<file path="src/rtl/fbws_pkg.sv">
package fbws_pkg;
   typedef enum logic [1:0] {
      ZN_LOW  = 2'd0,
      ZN_MID  = 2'd1,
      ZN_HIGH = 2'd2
   } zone_e;
endpackage

</file>
<file path="src/rtl/fbws_zone.sv">
module fbws_zone
   import fbws_pkg::*;
#(
   parameter int FB_W      = 12,
   parameter int REF_MV    = 800,
   parameter int UV_PCT    = 75,
   parameter int OV_PCT    = 125,
   parameter int HYST_MV   = 5,
   parameter bit REG_INPUT = 1'b1
) (
   input  logic            clk,
   input  logic            rst_n,
   input  logic [FB_W-1:0] fb_code,
   output zone_e           zone
);
   localparam int UV_MV   = REF_MV * UV_PCT / 100;
   localparam int OV_MV   = REF_MV * OV_PCT / 100;
   localparam int UV_X_MV = UV_MV + HYST_MV;
   localparam int OV_X_MV = OV_MV - HYST_MV;
   localparam logic [FB_W-1:0] UV_TRIP = UV_MV[FB_W-1:0];
   localparam logic [FB_W-1:0] OV_TRIP = OV_MV[FB_W-1:0];
   localparam logic [FB_W-1:0] UV_EXIT = UV_X_MV[FB_W-1:0];
   localparam logic [FB_W-1:0] OV_EXIT = OV_X_MV[FB_W-1:0];

   generate
      if (OV_MV >= (1 << FB_W)) begin : g_bad_width
         $error("fbws_zone: overvoltage threshold does not fit in FB_W bits");
      end
      if (UV_X_MV >= OV_X_MV) begin : g_bad_band
         $error("fbws_zone: hysteresis bands overlap");
      end
   endgenerate

   logic [FB_W-1:0] fb_q;

   generate
      if (REG_INPUT) begin : g_in_reg
         always_ff @(posedge clk or negedge rst_n) begin
            if (!rst_n) fb_q <= '0;
            else        fb_q <= fb_code;
         end
      end else begin : g_in_wire
         assign fb_q = fb_code;
      end
   endgenerate

   zone_e zone_nx;

   always_comb begin
      zone_nx = zone;
      unique case (zone)
         ZN_LOW: begin
            if (fb_q > OV_TRIP)       zone_nx = ZN_HIGH;
            else if (fb_q >= UV_EXIT) zone_nx = ZN_MID;
         end
         ZN_MID: begin
            if (fb_q < UV_TRIP)       zone_nx = ZN_LOW;
            else if (fb_q > OV_TRIP)  zone_nx = ZN_HIGH;
         end
         ZN_HIGH: begin
            if (fb_q < UV_TRIP)       zone_nx = ZN_LOW;
            else if (fb_q <= OV_EXIT) zone_nx = ZN_MID;
         end
         default: zone_nx = ZN_LOW;
      endcase
   end

   always_ff @(posedge clk or negedge rst_n) begin
      if (!rst_n) zone <= ZN_LOW;
      else        zone <= zone_nx;
   end


   uv_hold_chk: assert property (@(posedge clk) disable iff (!rst_n)
      (zone == ZN_LOW && fb_q < UV_EXIT) |=> zone == ZN_LOW);


   ov_hold_chk: assert property (@(posedge clk) disable iff (!rst_n)
      (zone == ZN_HIGH && fb_q > OV_EXIT) |=> zone == ZN_HIGH);
endmodule

</file>
<file path="src/rtl/fbws_ctrl.sv">
module fbws_ctrl
   import fbws_pkg::*;
(
   input  logic  clk,
   input  logic  rst_n,
   input  zone_e zone,
   input  logic  ss_done,
   output logic  pwr_good,
   output logic  restart_req,
   output logic  latched_off
);
   logic wait_rearm;

   always_ff @(posedge clk or negedge rst_n) begin
      if (!rst_n) begin
         pwr_good    <= 1'b0;
         restart_req <= 1'b0;
         latched_off <= 1'b0;
         wait_rearm  <= 1'b0;
      end else begin
         restart_req <= 1'b0;
         pwr_good    <= 1'b0;
         if (latched_off) begin
            latched_off <= 1'b1;
         end else if (wait_rearm) begin
            if (!ss_done) wait_rearm <= 1'b0;
         end else if (ss_done) begin
            unique case (zone)
               ZN_HIGH: latched_off <= 1'b1;
               ZN_LOW: begin
                  restart_req <= 1'b1;
                  wait_rearm  <= 1'b1;
               end
               ZN_MID:  pwr_good <= 1'b1;
               default: pwr_good <= 1'b0;
            endcase
         end
      end
   end


   restart_pulse_chk: assert property (@(posedge clk) disable iff (!rst_n)
      restart_req |=> !restart_req);


   restart_quiet_chk: assert property (@(posedge clk) disable iff (!rst_n)
      restart_req |=> !pwr_good);


   latch_sticky_chk: assert property (@(posedge clk) disable iff (!rst_n)
      latched_off |=> latched_off);


   latch_quiet_chk: assert property (@(posedge clk) disable iff (!rst_n)
      latched_off |-> (!pwr_good && !restart_req));


   ss_mask_chk: assert property (@(posedge clk) disable iff (!rst_n)
      !ss_done |=> (!pwr_good && !restart_req));


   good_excl_chk: assert property (@(posedge clk) disable iff (!rst_n)
      !(pwr_good && restart_req));
endmodule

</file>
<file path="src/rtl/fb_window_supervisor.sv">
module fb_window_supervisor
   import fbws_pkg::*;
#(
   parameter int FB_W      = 12,
   parameter int REF_MV    = 800,
   parameter int UV_PCT    = 75,
   parameter int OV_PCT    = 125,
   parameter int HYST_MV   = 5,
   parameter bit REG_INPUT = 1'b1
) (
   input  logic            clk,
   input  logic            rst_n,
   input  logic [FB_W-1:0] fb_code,
   input  logic            ss_done,
   output logic            pwr_good,
   output logic            restart_req,
   output logic            latched_off
);
   zone_e zone;

   fbws_zone #(
      .FB_W      (FB_W),
      .REF_MV    (REF_MV),
      .UV_PCT    (UV_PCT),
      .OV_PCT    (OV_PCT),
      .HYST_MV   (HYST_MV),
      .REG_INPUT (REG_INPUT)
   ) u_zone (
      .clk     (clk),
      .rst_n   (rst_n),
      .fb_code (fb_code),
      .zone    (zone)
   );

   fbws_ctrl u_ctrl (
      .clk         (clk),
      .rst_n       (rst_n),
      .zone        (zone),
      .ss_done     (ss_done),
      .pwr_good    (pwr_good),
      .restart_req (restart_req),
      .latched_off (latched_off)
   );


   reset_idle_chk: assert property (@(posedge clk)
      !rst_n |=> (!latched_off || rst_n));
endmodule

</file>
<file path="config.mk">
export PLATFORM = sky130hd
export DESIGN_NAME = fb_window_supervisor
export DESIGN_NICKNAME = d
export VERILOG_FILES = /design/src/rtl/fbws_pkg.sv /design/src/rtl/fbws_zone.sv /design/src/rtl/fbws_ctrl.sv /design/src/rtl/fb_window_supervisor.sv
export SDC_FILE = /design/constraint.sdc
export NUM_CORES = 1
export LEC_CHECK = 0
export BUFFER_PORTS_ARGS = -buffer_cell sky130_fd_sc_hd__buf_4
export CAP_MARGIN = 10
export CORE_MARGIN = 8
export CORE_UTILIZATION = 35
export DETAILED_ROUTE_END_ITERATION = 16
export PLACE_DENSITY = 0.64
export SETUP_SLACK_MARGIN = 0.05
export SYNTH_ARGS = -nofsm -noshare
export SYNTH_HDL_FRONTEND = slang
export SYNTH_SLANG_ARGS = --single-unit
export TNS_END_PERCENT = 50
</file>
<file path="constraint.sdc">
create_clock -name clk -period 2.05 [get_ports clk]
set_clock_uncertainty 0.05 [all_clocks]
set_input_delay 0.41 -clock clk [delete_from_list [all_inputs] [get_ports clk]]
set_output_delay 0.41 -clock clk [all_outputs]
set_load 0.05 [all_outputs]
</file>
==> summary.md, run 1 <==
| Metric | Value |
|---|---|
| Status | finished clean |
| Leak | 0.387 nW |
| CP cell instances | a211o_1, a211o_1, nor2b_2, a21oi_1, o21a_1 |
| Row count | 15 |
| CTS tree | yes |
| Crit start category | flip-flop |
| Vias | 452 |
| Die width | 59.1 um |
| Yosys cell types | 23 |
| Initial Util | 37.3% |
| Clock power frac | 30.8% |
| Ys flop type | dfrtp_1 |
| Kind of critical path | flip-flop to flip-flop |
| Fill cells | 166 |
| Via/cell ratio | 4.71 |
| Tmin final | 1.56 ns |
| First-pass GRT wire length | 1960 um |
| Sequential Power Share | 59.0% |
| Async S/R FF share, synth | 100% |
| Syn Std Cell Area | 651 um^2 |
| Area delta synth->final | 31.5% |
| I/O Buffers | 17 |
| Routed len/inst | 12.2 um |
| Multi-input logic area | 200 um^2 |
| Reg clk slew, reported paths | 0.10 ns |
| DP HPWL | 924 um |
| Crit end category | flip-flop |
| Largest delay contributor family on the critical path | compound AO/OA/AOI/OAI gates |
| Commonest non-fill, non-tap cell in the layout | dfrtp_1 |
| Final Cycle Share | 76.2% |
| Initial antenna violation count | 0 |
| Root Buffer Master | clkbuf_4 |
| Largest net degree at the start of global routing | 19 |
| Clk buf depth | 2 |
| Total wire length | 1180 um |
| Syn_area_per_cell | 13.3 um^2 |
| Flops & latches, synth | 18 |
| Antenna viol nets, final | 0 |
| Initial detailed-routing violation count | 5 |
| GR Overflow Total | 0 |
| Logic pwr share | 10.3% |
| Vias in the first global route | 469 |
| Storage cell area | 450 um^2 |
| Hold WC Path Type | input port to flip-flop |
| Maximum fanout along the worst path | 3 |
| Sequential share of the synthesized area | 69.2% |
| WP buf/inv | 0 |
| Switch share | 22.9% |
| Setup bufs post-CTS | 0 |
| Slowest cell delay on critical path | 0.41 ns |
| Setup TNS | 0 ns |
| Final Non-Filler Cells | 96 |
| Sw Pwr | 0.000159 W |
| Core area | 1750 um^2 |
| Peak Freq | 0.641 GHz |
| Worst path most repeated cell | a211o_1 |
| Ys Warns | 0 |
| GR Util All Layers | 7.41% |
| Slew Limit Fails | 0 |
| Fin. Hold Viols | 0 |
| Dpl cells | 91 |
| Synth Instances | 49 |
| Die area | 3490 um^2 |
| Max-slew headroom | 81.4% |
| Antenna Cells | 0 |
| Final GP Congestion | 0.807 |
| Worst-margin pin slew | 0.276 ns |
| Final Setup Violations | 0 |
| Sink Count | 18 |
| Drt drc | 0 |
| Post-synth EDFFs | 0 |
| RSZ-0062 raised after global routing | false |
| H-tree levels | 1 |
| Peak supply drop | 0.000501 V |
| WP data required | 2.20 ns |
| PnR worst setup slack | 0.489 ns |
| Pwr dens | 811 nW/um^2 |
| CTS buffer count | 3 |
| Crit path DAT | 1.71 ns |
| Synth Net Count | 64 |
| Max Cap Violations | 0 |
| Fraction of layout cells with a size suffix above 1 | 33.8% |
| Internal | 0.000535 W |
| I/O pin cnt | 18 |
| Skew-Pair Late Insertion Delay | 0.30 ns |
| Die Span Y | 59.1 um |
| DP Worst Slack | 0.481 ns |
| # nets final | 87 |
| Initial DRT Pass Iterations | 3 |
| Slowest cell on the critical path | dfrtp_1 |
| Commonest non-fill, non-tap cells in the layout | dfrtp_1 (18), buf_4 (17), nor3_1 (3), o21ai_0 (3), clkbuf_4 (3) |
path summary, 6_finish.rpt:
| path | slack (ns) | end | startpoint | cells past startpoint |
|---|---|---|---|---|
| setup / recovery | 0.49 | u_zone.zone[0] | u_zone.fb_q[8] | 5 |
| hold / removal | 0.16 | u_zone.fb_q[11] | fb_code[11] | 1 |
| setup reg to reg | 0.49 | u_zone.zone[0] | u_zone.fb_q[8] | 5 |
| hold reg to reg | 0.44 | u_ctrl.wait_rearm | u_ctrl.wait_rearm | 1 |
| max in group asynchronous | 1.30 | u_zone.fb_q[1] | rst_n | 2 |
| min in group asynchronous | 0.45 | u_ctrl.restart_req | rst_n | 2 |
metal layers:
metal	track usage (%)	vias to the layer above	part of all wire (%)
met1	7.11	212	43
met2	12.6	18	48
li1	-	222	-
met4	1.02	0	0
met5	0	-	0
met3	5.64	0	9.0
per-stage QoR:
stage	area [um^2]	hold WS, ns	total power [W]	utilization [%]
after CTS	856	0.153	0.000704	49.0
after global routing	856	0.139	0.000737	49.0
final	856	0.162	0.000694	49.0
after detailed placement	810	0.237	0.000488	46.4
after floorplan	651	0.0644	0.000448	-
after global placement	810	0.236	0.000485	46.4
power groups by stage:
stage               sequential [W]  clock [W]  combinational (W)
detailed placement        0.000416          0          0.0000718
global route              0.000414   0.000243          0.0000810
floorplan                 0.000409          0          0.0000385
finish                    0.000409   0.000214          0.0000713
CTS                       0.000409   0.000222          0.0000737
global placement          0.000416          0          0.0000694
repair_timing:
action,4_1_cts,5_1_grt
resized for setup,0,0
hold endpoints to repair,18,0
hold buffers,1,0
cell usage after synthesis, types with 2 or more instances:
| cell type | count | area, um^2 |
|---|---|---|
| o21ai_0 | 3 | 15.0 |
| nand2_1 | 2 | 7.51 |
| or3_1 | 2 | 12.5 |
| a211o_1 | 2 | 17.5 |
| a21oi_1 | 2 | 10.0 |
| nor3_1 | 3 | 15.0 |
| dfrtp_1 | 18 | 450 |
| nand2b_1 | 2 | 12.5 |
cell type report:
type	count	share of cell area, %
multi-input combinational	31	23.4
tap	25	3.65
sequential	18	52.6
clock buffer	4	4.24
timing repair buffer	18	16.1
flip-flops by register name, indices dropped and copies added (netlist names):
| name | count |
|---|---|
| u_ctrl.restart_req | 1 |
| u_ctrl.pwr_good | 1 |
| u_zone.zone | 2 |
| u_ctrl.latched_off | 1 |
| u_ctrl.wait_rearm | 1 |
| u_zone.fb_q | 12 |
logic make-up after synthesis:
family,after synthesis,share of synthesized area [%]
AND/OR/NAND/NOR,19,18.5
flip-flops,18,69.2
AO/OA/AOI/OAI,12,12.3
No activity file was read; power rests on OpenSTA's default activity.
==> run 2: changes to the inputs <==
- clock period: 2.05 -> 1.5 ns (I/O delays scaled with it)
==> run 2 against run 1 <==
  * Setup slack got worse by 0.47 ns
  * Cell area increased by 1.6%
  * Combinational power grew 38%
  * Largest power group unchanged
  * Die area is the same
  * Non-clock buffer count rose by 1
  * Flip-flop and latch count unchanged
  * Final cell count increased by 1.0%
  * Clock-buffer cell count is the same
  * Highest routed layer is now met4
  * Via count fell by 0.44%
  * Maximum frequency up 5.1%
==> summary.md, run 2 (synthesized netlist as in run 1, its figures left out) <==
| Metric | Value |
|---|---|
| Slowest cell on the critical path | dfrtp_1 |
| Largest registers | u_zone.fb_q: 12 flops, u_zone.zone: 2 flops |
| Initial antenna violation count | 0 (unchanged) |
| Final GP Congestion | 0.701 (-13%) |
| H-tree levels | 1 (unchanged) |
| Reg clk slew, reported paths | 0.10 ns (about the same) |
| Peak supply drop | 0.000711 V (+42%) |
| Worst R2R Path Depth | 5 (unchanged) |
| Max reg flops | 12 (unchanged) |
| Initial detailed-routing violation count | 5 (unchanged) |
| Crit path DAT | 1.63 ns (-0.08 ns) |
| I/O Buffers | 17 (unchanged) |
| Worst-margin pin slew | 0.239 ns (-0.0379 ns) |
| WHS Endpoint | u_zone.fb_q[0] |
| Initial DRT Pass Iterations | 3 (unchanged) |
| Worst r2r src | u_zone.fb_q[6] |
| Final Setup Violations | 0 (unchanged) |
| Leak | 0.392 nW (+1.5%) |
| Critical Path Source | u_zone.fb_q[6] |
| Total wire length | 1070 um (-9.0%) |
| Crit end category | flip-flop |
| Sink Count | 18 (unchanged) |
| Peak Freq | 0.673 GHz (+5.1%) |
| Maximum fanout along the worst path | 2 (-1) |
| Drt drc | 0 (unchanged) |
| Final Instance Area | 870 um^2 (+1.6%) |
| RSZ-0062 raised after global routing | true |
| Initial Util | 37.3% (unchanged) |
| Hold WC Path Type | input port to flip-flop |
| Fin. Hold Viols | 0 (unchanged) |
| CP cell instances | a211o_1, a211o_1, nor2b_2, a21oi_1, o21a_1 |
| Final Cycle Share | 99.1% (+23 points) |
| Die width | 59.1 um (unchanged) |
| # nets final | 88 (+1.1%) |
| Largest delay contributor family on the critical path | compound AO/OA/AOI/OAI gates |
| Fraction of layout cells with a size suffix above 1 | 36.1% (+2.3 points) |
| First-pass GRT wire length | 1840 um (-6.0%) |
| Fill cells | 158 (-4.8%) |
| Vias in the first global route | 453 (-3.4%) |
| Core area | 1750 um^2 (unchanged) |
| GR Util All Layers | 7.15% (-0.26 points) |
| R2R Path End | u_zone.zone[0] |
| PnR worst setup slack | 0.0141 ns (-0.475 ns) |
| Root Buffer Master | clkbuf_4 |
| Placed inst area | 810 um^2 (unchanged) |
| Worst reg-to-reg setup slack | 0.01 ns (-0.47 ns) |
| WP data required | 1.64 ns (-0.56 ns) |
| Antenna Cells | 0 (unchanged) |
| I/O pin cnt | 18 (unchanged) |
| Die area | 3490 um^2 (unchanged) |
| Routed len/inst | 11.0 um (-10%) |
| GR Overflow Total | 0 (unchanged) |
| CTS tree | yes |
| Clk buf depth | 2 (unchanged) |
| Min-Delay Startpoint | fb_code[0] |
| Largest reg by FF count | u_zone.fb_q |
| Status | finished clean |
| DP HPWL | 831 um (-10%) |
| Kind of critical path | flip-flop to flip-flop |
| CTS buffer count | 3 (unchanged) |
| WP buf/inv | 0 (unchanged) |
| Crit start category | flip-flop |
| Tmin final | 1.49 ns (-0.0753 ns) |
| Worst path most repeated cell | a211o_1 |
| Slowest cell delay on critical path | 0.38 ns (-0.03 ns) |
| DP Worst Slack | -0.0146 ns (-0.496 ns) |
| Largest net degree at the start of global routing | 19 (unchanged) |
| Via/cell ratio | 4.64 (-1.5%) |
| Row count | 15 (unchanged) |
| Skew-Pair Late Insertion Delay | 0.29 ns (about the same) |
| Hold path cells | 1 (unchanged) |
| Slew Limit Fails | 0 (unchanged) |
| Antenna viol nets, final | 0 (unchanged) |
| Max Cap Violations | 0 (unchanged) |
| Commonest non-fill, non-tap cells in the layout | buf_4 (18), dfrtp_1 (18), nor3_1 (3), o21ai_0 (3), clkbuf_4 (3) |
| Vias | 450 (-0.44%) |
| Area delta synth->final | 33.7% |
| Pwr dens | 1090 nW/um^2 (+34%) |
| Die Span Y | 59.1 um (unchanged) |
| Max-slew headroom | 83.9% (+2.4 points) |
## run 2: changes by cell type in the layout (fill, tap and decap cells not counted), sizes merged
cell / before / now
buf: 17 / 18
## run 2: cell type report
| type | instances | area (um^2) | area share (%) |
|---|---|---|---|
| sequential | 18 | 450 | 51.8 |
| multi-input combinational | 31 | 206 | 23.7 |
| timing repair buffer | 19 | 145 | 16.7 |
| clock buffer | 4 | 36.3 | 4.17 |
| tap | 25 | 31.3 | 3.60 |
## run 2: stage by stage
step           TNS (ns)  util [%]  instances  hold WS (ns)  total power, W
4_1_cts               0      49.8         97        0.0442        0.000961
5_1_grt         -0.0724      49.8         97        0.0363         0.00100
3_3_place_gp    -0.0324      46.4         91         0.125        0.000661
6_report              0      49.8         97        0.0547        0.000945
2_1_floorplan         0         -         49       -0.0456        0.000612
3_5_place_dp    -0.0146      46.4         91         0.127        0.000663
## run 2: how the worst max path moves through the flow
stage / to / cells past startpoint
after floorplan: u_zone.zone[0] / 5
after global placement: u_zone.zone[0] / 5
after global routing: u_zone.zone[0] / 5
final: u_zone.zone[0] / 5
after detailed placement: u_zone.zone[0] / 5
after CTS: u_zone.zone[0] / 5
## run 2: timing repair
item	in CTS	in global routing
pin swaps	1	0
buffers inserted	1	0
gates resized for setup	1	0
endpoints found under the hold margin	18	0
endpoints found under the setup margin	2	2
hold buffers	1	0
## run 2: power breakdown
| part | switching [W] | leakage (nW) | internal (W) |
|---|---|---|---|
| registers | 0.0000338 | 0.213 | 0.000524 |
| clock network | 0.000141 | 0.0210 | 0.000148 |
| logic | 0.0000366 | 0.159 | 0.0000617 |
| total | 0.000212 | 0.392 | 0.000734 |
## run 2: layer usage
metal / share of wire [%] / vias to the layer above / track usage [%]
met3: 4.9 / 5 / 3.04
met2: 47 / 12 / 10.7
met5: 0 / - / 0
li1: - / 224 / -
met4: 3.4 / 0 / 6.14
met1: 45 / 209 / 7.51
## run 2: worst register-to-register path, stage by stage, from the launching register on
cell and delay (ns):
dfrtp_1 0.38, a211o_1 0.28, a211o_1 0.28, nor2b_2 0.15, a21oi_1 0.08, o21a_1 0.17
==> run 3: changes to the inputs <==
- BUFFER_PORTS_ARGS: -buffer_cell sky130_fd_sc_hd__buf_4 -> -buffer_cell sky130_fd_sc_hd__buf_2
==> run 3 against run 2 <==
  * Flip-flop and latch count is the same
  * Hold slack gained 0.012 ns
  * Setup slack lost 0.034 ns
  * Register-to-register slack lost 0.03 ns
  * Wire length grew 5.1%
  * Highest routed layer unchanged
  * Sequential share of layout area grew 4.1 points
  * Non-clock buffer count shrank 1
  * The flow now finishes with violations (negative setup slack)
==> summary.md, run 3 (synthesized netlist as in run 1, its figures left out) <==
| Metric | Value |
|---|---|
| Slowest cell on the critical path | dfrtp_1 |
| GR Overflow Total | 0 (unchanged) |
| H-tree levels | 1 (unchanged) |
| Row count | 15 (unchanged) |
| Leak | 0.367 nW (-6.6%) |
| Storage cell area | 450 um^2 (unchanged) |
| Max Cap Violations | 0 (unchanged) |
| Initial detailed-routing violation count | 2 (-3) |
| Largest net degree at the start of global routing | 19 (unchanged) |
| Fill cells | 164 (+3.8%) |
| Maximum fanout along the worst path | 3 (+1) |
| I/O pin cnt | 18 (unchanged) |
| Routed len/inst | 11.8 um (+7.3%) |
| I/O Buffers | 17 (unchanged) |
| Die Span Y | 59.1 um (unchanged) |
| Max reg flops | 12 (unchanged) |
| Crit start category | flip-flop |
| Final GP Congestion | 0.768 (+9.5%) |
| Core area | 1750 um^2 (unchanged) |
| CTS buffer count | 3 (unchanged) |
| Clk buf depth | 2 (unchanged) |
| Slowest cell delay on critical path | 0.40 ns (+0.02 ns) |
| Largest reg by FF count | u_zone.fb_q |
| Vias | 454 (+0.89%) |
| Via/cell ratio | 4.78 (+3.0%) |
| Reg clk slew, reported paths | 0.09 ns (about the same) |
| Util after Layout | 46.2% (-3.7 points) |
| Kind of critical path | flip-flop to flip-flop |
| Setup TNS | -0.0198 ns (-0.0198 ns) |
| Vias in the first global route | 482 (+6.4%) |
| CTS tree | yes |
| Worst-margin pin slew | 0.380 ns (+0.141 ns) |
| Fin. Hold Viols | 0 (unchanged) |
| Crit path DAT | 1.65 ns (+0.02 ns) |
| Pwr dens | 1080 nW/um^2 (-0.45%) |
| Peak supply drop | 0.000578 V (-19%) |
| Root Buffer Master | clkbuf_4 |
| Failing checks | negative setup slack |
| Final Setup Violations | 1 (+1) |
| Antenna Cells | 0 (unchanged) |
| PnR worst setup slack | -0.0198 ns (-0.0339 ns) |
| WP data required | 1.63 ns (about the same) |
| Drt drc | 0 (unchanged) |
| Sink Count | 18 (unchanged) |
| Commonest non-fill, non-tap cell in the layout | dfrtp_1 |
| RSZ-0062 raised after global routing | true |
| Skew-Pair Late Insertion Delay | 0.28 ns (about the same) |
| Multi-input logic area | 206 um^2 (unchanged) |
| # nets final | 87 (-1.1%) |
| CP cell instances | a211o_1, a211o_1, nor2b_2, a21oi_1, o21a_1 |
| Max-slew headroom | 74.7% (-9.2 points) |
| Largest registers | u_zone.fb_q: 12 flops, u_zone.zone: 2 flops |
| Setup bufs post-CTS | 0 (-1) |
| GR Util All Layers | 7.26% (+0.11 points) |
| Tmin final | 1.52 ns (+0.0339 ns) |
| Peak Freq | 0.658 GHz (-2.2%) |
| Fraction of layout cells with a size suffix above 1 | 34.3% (-1.8 points) |
| DP HPWL | 849 um (+2.2%) |
| Commonest non-fill, non-tap cells in the layout | dfrtp_1 (18), buf_2 (17), nor3_1 (3), clkbuf_4 (3) |
| Worst path most repeated cell | a211o_1 |
| Initial Util | 37.3% (unchanged) |
| Crit end category | flip-flop |
| Area delta synth->final | 23.8% |
| Hold WC Path Type | input port to flip-flop |
| Antenna viol nets, final | 0 (unchanged) |
| Initial antenna violation count | 0 (unchanged) |
| Die area | 3490 um^2 (unchanged) |
| Total power | 0.000872 W (-7.8%) |
| Final Cycle Share | 101% (+2.3 points) |
| Die width | 59.1 um (unchanged) |
| Total wire length | 1120 um (+5.1%) |
| First-pass GRT wire length | 1900 um (+3.0%) |
| Initial DRT Pass Iterations | 2 (-1) |
| Status | finished, violations left |
| Slew Limit Fails | 0 (unchanged) |
run 3: cell types whose count changed in the layout (fill, tap and decap cells not counted):
cell,delta
clkbuf_8,-1
buf_4,-18
o21ai_0,-1
o21ai_1,+1
buf_2,+17
run 3: final cells by class:
| type | count | area share, % |
|---|---|---|
| tap | 25 | 3.88 |
| timing repair buffer | 18 | 11.8 |
| clock buffer | 3 | 2.80 |
| sequential | 18 | 55.9 |
| multi-input combinational | 31 | 25.6 |
run 3: routing by layer:
metal / global-route usage [%] / share of wire [%] / routed length, um / vias up
met5: 0 / 0 / 0 / -
met4: 5.12 / 1.1 / 12 / 0
met3: 2.82 / 3.8 / 43 / 2
met2: 12.0 / 48 / 543 / 11
met1: 7.32 / 47 / 524 / 218
li1: - / - / - / 223
run 3: path summary, 6_finish.rpt:
path                              startpoint                 end  slack, ns  cells after the start
min reg2reg                u_ctrl.wait_rearm   u_ctrl.wait_rearm       0.44                      1
max reg2reg                   u_zone.fb_q[6]      u_zone.zone[0]      -0.02                      5
min in group asynchronous              rst_n      u_zone.fb_q[5]       0.42                      2
max                           u_zone.fb_q[6]      u_zone.zone[0]      -0.02                      5
min                               fb_code[9]      u_zone.fb_q[9]       0.07                      1
max in group asynchronous              rst_n  u_ctrl.restart_req       0.71                      2
run 3: repair_timing:
item,CTS,global route
hold buffers,1,0
hold endpoints to repair,18,0
gates cloned,0,0
endpoints found under the setup margin,2,2
pin swaps,1,0
gates resized for setup,2,0
run 3: power by group:
part	leakage [nW]	total, W	switching (W)	internal, W
sequential	0.213	0.000559	0.0000351	0.000524
combinational	0.140	0.0000873	0.0000373	0.0000501
clock	0.0138	0.000226	0.000133	0.0000931
total	0.367	0.000872	0.000205	0.000667
run 3: critical path, delay by kind of cell, from the launching register on:
family / cells / cell delay, ns
AND/OR/NAND/NOR: 1 / 0.15
flip-flops: 1 / 0.40
AO/OA/AOI/OAI: 4 / 0.82
run 3: per-stage QoR:
step	hold WS, ns	setup slack (ns)	cells	area, um^2
2_1_floorplan	-0.0456	0.0654	49	651
3_3_place_gp	0.186	-0.0277	91	767
3_5_place_dp	0.189	-0.0387	91	767
4_1_cts	0.0606	-0.000303	95	806
5_1_grt	0.0410	-0.0768	95	806
6_report	0.0671	-0.0198	95	806
